**config.mk**
```make
export PLATFORM = sky130hd
export DESIGN_NAME = ea_gen
export DESIGN_NICKNAME = d
export VERILOG_FILES = /design/src/rtl/ea_pkg.sv /design/src/rtl/ea_disp_ext.sv /design/src/rtl/ea_index_scale.sv /design/src/rtl/ea_gen.sv
export SDC_FILE = /design/constraint.sdc
export NUM_CORES = 1
export LEC_CHECK = 0
export BUFFER_PORTS_ARGS = -buffer_cell sky130_fd_sc_hd__buf_2
export CORE_ASPECT_RATIO = 0.5
export CORE_MARGIN = 2
export CORE_UTILIZATION = 44
export DETAILED_ROUTE_END_ITERATION = 6
export PLACE_DENSITY = 0.71
export SLEW_MARGIN = 30
export SYNTH_ARGS = -nofsm -noshare
export SYNTH_HDL_FRONTEND = slang
export SYNTH_SLANG_ARGS = --single-unit
export TNS_END_PERCENT = 20
```
**constraint.sdc**
```tcl
create_clock -name clk -period 10.6 [get_ports clk]
set_input_delay 2.12 -clock clk [delete_from_list [all_inputs] [get_ports clk]]
set_output_delay 2.12 -clock clk [all_outputs]
set_load 0.03 [all_outputs]
```
**src/rtl/ea_pkg.sv**
```systemverilog
package ea_pkg;
   typedef enum logic {
      OP_MEM  = 1'b0,
      OP_ADDR = 1'b1
   } op_kind_e;

   typedef enum logic [1:0] {
      DSZ_NONE = 2'b00,
      DSZ_BYTE = 2'b01,
      DSZ_HALF = 2'b10,
      DSZ_WORD = 2'b11
   } disp_size_e;
endpackage

```
**src/rtl/ea_disp_ext.sv**
```systemverilog
module ea_disp_ext #(
   parameter int ADDR_W = 32
) (
   input  logic [1:0]        size_code,
   input  logic [ADDR_W-1:0] raw,
   output logic [ADDR_W-1:0] ext
);
   import ea_pkg::*;

   generate
      if (ADDR_W < 16) begin : g_bad_width
         $error("ea_disp_ext: ADDR_W must be at least 16");
      end
   endgenerate

   always_comb begin
      unique case (disp_size_e'(size_code))
         DSZ_NONE: ext = '0;
         DSZ_BYTE: ext = {{(ADDR_W-8){raw[7]}}, raw[7:0]};
         DSZ_HALF: ext = {{(ADDR_W-16){raw[15]}}, raw[15:0]};
         default:  ext = raw;
      endcase
   end

   always_comb begin
      if (size_code == DSZ_BYTE)
         AST_BYTE_SIGN: assert (ext[ADDR_W-1] == raw[7]);
   end
endmodule

```
**src/rtl/ea_index_scale.sv**
```systemverilog
module ea_index_scale #(
   parameter int ADDR_W    = 32,
   parameter int REG_IDX_W = 3,
   parameter int SP_NUM    = 4,
   parameter int MAX_SHIFT = 3
) (
   input  logic                 idx_en,
   input  logic [REG_IDX_W-1:0] idx_sel,
   input  logic [ADDR_W-1:0]    idx_val,
   input  logic [1:0]           scale_code,
   output logic [ADDR_W-1:0]    scaled
);
   localparam int NUM_SHIFTS = MAX_SHIFT + 1;

   generate
      if (SP_NUM >= (1 << REG_IDX_W)) begin : g_bad_sp
         $error("ea_index_scale: SP_NUM outside register space");
      end
      if (NUM_SHIFTS != 4) begin : g_bad_shift
         $error("ea_index_scale: two-bit scale code needs MAX_SHIFT of 3");
      end
   endgenerate

   logic                    idx_live;
   logic [ADDR_W-1:0]       gated;
   logic [ADDR_W-1:0]       shifted [NUM_SHIFTS];

   assign idx_live = idx_en && (idx_sel != REG_IDX_W'(SP_NUM));
   assign gated    = idx_live ? idx_val : '0;

   genvar s;
   generate
      for (s = 0; s < NUM_SHIFTS; s++) begin : g_shift
         assign shifted[s] = gated << s;
      end
   endgenerate

   assign scaled = shifted[scale_code];

   always_comb begin
      if (idx_sel == REG_IDX_W'(SP_NUM))
         AST_SP_NOT_INDEX: assert (scaled == '0);
   end
endmodule

```
**src/rtl/ea_gen.sv**
```systemverilog
module ea_gen #(
   parameter int ADDR_W    = 32,
   parameter int REG_IDX_W = 3,
   parameter int SP_NUM    = 4
) (
   input  logic                 clk,
   input  logic                 rst_n,
   input  logic                 in_valid,
   input  logic                 op_kind,
   input  logic                 base_en,
   input  logic [ADDR_W-1:0]    base_val,
   input  logic                 index_en,
   input  logic [REG_IDX_W-1:0] index_sel,
   input  logic [ADDR_W-1:0]    index_val,
   input  logic [1:0]           scale_code,
   input  logic [1:0]           disp_size,
   input  logic [ADDR_W-1:0]    disp_raw,
   output logic                 out_valid,
   output logic [ADDR_W-1:0]    ea_out,
   output logic                 mem_req,
   output logic                 wb_en,
   output logic [ADDR_W-1:0]    wb_val
);
   import ea_pkg::*;

   logic [ADDR_W-1:0] disp_term;
   logic [ADDR_W-1:0] index_term;
   logic [ADDR_W-1:0] base_term;
   logic [ADDR_W-1:0] sum;
   logic              valid_q;
   op_kind_e          kind_q;
   logic [ADDR_W-1:0] ea_q;

   ea_disp_ext #(.ADDR_W(ADDR_W)) u_disp (
      .size_code (disp_size),
      .raw       (disp_raw),
      .ext       (disp_term)
   );

   ea_index_scale #(
      .ADDR_W    (ADDR_W),
      .REG_IDX_W (REG_IDX_W),
      .SP_NUM    (SP_NUM),
      .MAX_SHIFT (3)
   ) u_idx (
      .idx_en     (index_en),
      .idx_sel    (index_sel),
      .idx_val    (index_val),
      .scale_code (scale_code),
      .scaled     (index_term)
   );

   assign base_term = base_en ? base_val : '0;
   assign sum       = disp_term + base_term + index_term;

   always_ff @(posedge clk) begin
      if (!rst_n) begin
         valid_q <= 1'b0;
         kind_q  <= OP_MEM;
         ea_q    <= '0;
      end else begin
         valid_q <= in_valid;
         if (in_valid) begin
            kind_q <= op_kind_e'(op_kind);
            ea_q   <= sum;
         end
      end
   end

   assign out_valid = valid_q;
   assign ea_out    = ea_q;
   assign mem_req   = valid_q && (kind_q == OP_MEM);
   assign wb_en     = valid_q && (kind_q == OP_ADDR);
   assign wb_val    = ea_q;

   AST_IDLE_QUIET: assert property (@(posedge clk) disable iff (!rst_n)
      !out_valid |-> (!mem_req && !wb_en));
   AST_VALID_FOLLOWS: assert property (@(posedge clk) disable iff (!rst_n)
      in_valid |=> out_valid);
   AST_VALID_DROPS: assert property (@(posedge clk) disable iff (!rst_n)
      !in_valid |=> !out_valid);
   AST_MEM_STROBE: assert property (@(posedge clk) disable iff (!rst_n)
      (in_valid && !op_kind) |=> (mem_req && !wb_en));
   AST_ADDR_ONLY: assert property (@(posedge clk) disable iff (!rst_n)
      (in_valid && op_kind) |=> (wb_en && !mem_req && wb_val == ea_out));
   AST_ONE_ACTION: assert property (@(posedge clk) disable iff (!rst_n)
      !(mem_req && wb_en));
endmodule

```
==> flow_summary_export.csv <==
group,metric,value,unit
cts,ctsRootBufferMaster,"clkbuf_16",
cts,cts_tree,"built",
worst_setup_path,r2r_slack,9.80,ns
worst_setup_path,end_kind,"flip-flop",
timing,finalCritPeriodShare,0.526,
grt,grtUsageMet2,0.315,
cts,cts_setup_buffers,0,
grt,grt_usage,0.232,
die,core.rowCount,28,
worst_setup_path,cp_slowest_cell,"mux4_2",
detailed_routing,vias,5131,
final_layout,drive_above_1_share,0.297,
worst_setup_path,critPathMaxFanout,34,
synthesis,netlist_top_cells_area,"dfxtp_1 (13%), fa_1 (12%), mux4_2 (12%)",
timing,setup_viol,0,
die,die_w,159,microns
timing,fin_tns_setup,0,ns
worst_setup_path,crit_path_start_kind,"input port",
timing,whs,0.460,ns
cts,htree_levels,2,
synthesis,synth_cell_types,61,
detailed_routing,vias_per_cell,5.66,
grt,use_met1,0.376,
detailed_routing,detail_route.wl_per_cell,17.1,microns
flow_run,maxCapViolations,0,
pwr,power_leakage,3.01,nW
worst_setup_path,path_cells,"buf_4 > mux4_2 > and3_1 > fa_1 > ha_1 > a21oi_1 > o21ai_2 > a22o_1 > a2111oi_4 > a21oi_2 > a311o_1 > o211ai_1",
pwr,ir_drop,0.0731,mV
timing,fin_skew,0,ns
final_layout,area_delta_synth_final,15.8,%
synthesis,syn_inst,627,
grt,met3_usage,0.0424,
die,initial_core_util,0.450,
timing,drv_slew,0,
timing,hold_viol,0,
cts,cts_hold_buffers,0,
cts,clkLatencyLatePin,0.27,ns
grt,grt_pass1_vias,4583,
timing,slew-limit-headroom,0.474,
detailed_routing,finalWirelength,15500,microns
pwr,p_per_area,142,nW/um^2
outcome,status,"finished, final reports clean",
timing,min_period,5.58,ns
detailed_routing,dr.pass1.iters,5,
synthesis,synth_top_area_cell,"dfxtp_1",
cts,ctsResizeCount,0,
grt,grt_max_degree,36,
synthesis,synth_area,5310,sq um
cts,clk_pin_slew,0.05,ns
cts,cts_sinks,34,
grt,grt_pass1_wl,24100,microns
timing,fmax,0.179,GHz
timing,rsz0062_at_grt,"no",
synthesis,yosysMostFrequentCell,"nand2_1",
place,dp_cells,898,
die,die-area,13000,sq um
synthesis,syn-num-nets,798,
worst_setup_path,critPathKind,"in2reg",
synthesis,synth_top_area_frac,0.128,
die,die_y,81.7,microns
place,dp_hpwl,13100,microns
synthesis,yosysSeqAreaShare,0.128,
synthesis,async_flop_share,0,
worst_setup_path,critPathMaxStageDelay,0.56,ns
grt,busiest_layer,"met1",
synthesis,syn_avg_cell_area,8.47,sq um
worst_setup_path,cp.required,10.79,ns
grt,overflow,0,
final_layout,fillers,1173,
synthesis,synthFlopType,"dfxtp_1",
worst_setup_path,worstPathArrival,5.77,ns
final_layout,fin_cells,907,
final_layout,layout.nets,911,
die,num_io_pins,176,
grt,grt_antenna_before_repair,2,
synthesis,ys_ff_latch,34,
place,port_buffers,175,
synthesis,synth_edf_count,0,
detailed_routing,drc,0,
detailed_routing,drtAntennaViolNets,0,
cts,cts_inserted_buffers,5,
cts,clk_path_buf_depth,2,
pwr,p_total,0.876,mW
detailed_routing,drtIter0Drc,382,
die,core_area,11800,sq um
hold_path,min_path_type,"reg2reg",
place,place_congestion,0.943,
synthesis,yosysWarnings,0,
timing,worst_pin_slew,0.788,ns
synthesis,synth_common_cells,"nand2_1 (73), a21oi_1 (39), inv_1 (35), dfxtp_1 (34)",
layout make-up:
| class | instances | area, sq um | share of cell area |
|---|---|---|---|
| multi-input cells | 488 | 4100 | 0.667 |
| well taps | 165 | 206 | 0.0336 |
| repair buffers | 175 | 878 | 0.143 |
| inverters | 36 | 135 | 0.0220 |
| clock buffers | 7 | 143 | 0.0232 |
| clock inverters | 1 | 5.00 | 0.000814 |
| flip-flops and latches | 34 | 681 | 0.111 |
| diodes | 1 | 2.50 | 0.000407 |
cells in the final DEF (no fill, tap or decap), drive strengths merged, types with 8 or more instances in the layout:
cell type	netlist	final
o21a	24	24
mux2i	14	14
nand4	8	8
nand3	13	13
mux4	28	28
a21oi	42	42
fa	32	32
nor2	19	19
ha	30	30
buf	46	175
dfxtp	34	34
nand2	73	73
a21o	10	10
nor2b	15	15
xnor2	12	12
o21ai	32	32
and2	29	29
inv	35	35
and3	22	22
kinds of logic after synthesis:
logic type      synth area share
compound gates             0.211
xor+xnor                  0.0297
fa+ha+maj                  0.191
buf+inv                    0.100
flops                      0.128
mux                        0.145
simple gates               0.194
through the flow:
step	setup slack (ns)	util	cell area (sq um)
floorplan	5.00	-	5310
global placement	4.52	0.508	6000
detailed placement	4.41	0.508	6000
CTS	4.71	0.520	6140
global route	4.69	0.521	6150
finish	5.02	0.521	6150
where the power goes:
part / total, mW / switching [mW] / internal [mW]
combinational: 0.561 / 0.357 / 0.204
sequential: 0.170 / 0.0185 / 0.152
clock: 0.145 / 0.0516 / 0.0930
total: 0.876 / 0.427 / 0.448
state kept, by name (all words and copies together) (netlist names):
name	flops
ea_out	32
kind_q	1
out_valid	1
worst max-delay path, delay by kind of cell:
family                     cells  cell delay (ns)
muxes                          1             0.56
AOI/OAI and AO/OA              7             1.51
adders and majority gates      2             0.93
buffers and inverters          1             0.43
and+or+nand+nor                1             0.21
final timing paths:
path,from,endpoint,cells after the start
max,scale_code[0],ea_out[30]$_SDFFE_PN0P_,12
min,ea_out[29]$_SDFFE_PN0P_,ea_out[29]$_SDFFE_PN0P_,2
max reg2reg,ea_out[30]$_SDFFE_PN0P_,ea_out[30]$_SDFFE_PN0P_,4
min reg2reg,ea_out[29]$_SDFFE_PN0P_,ea_out[29]$_SDFFE_PN0P_,2
layer usage:
layer,vias up,share of wire
met1,2390,0.53
met3,28,0.093
met2,259,0.37
li1,2452,-
met4,2,0.014
met5,-,0.00077
Note: power is estimated with default switching activity, not from simulation.
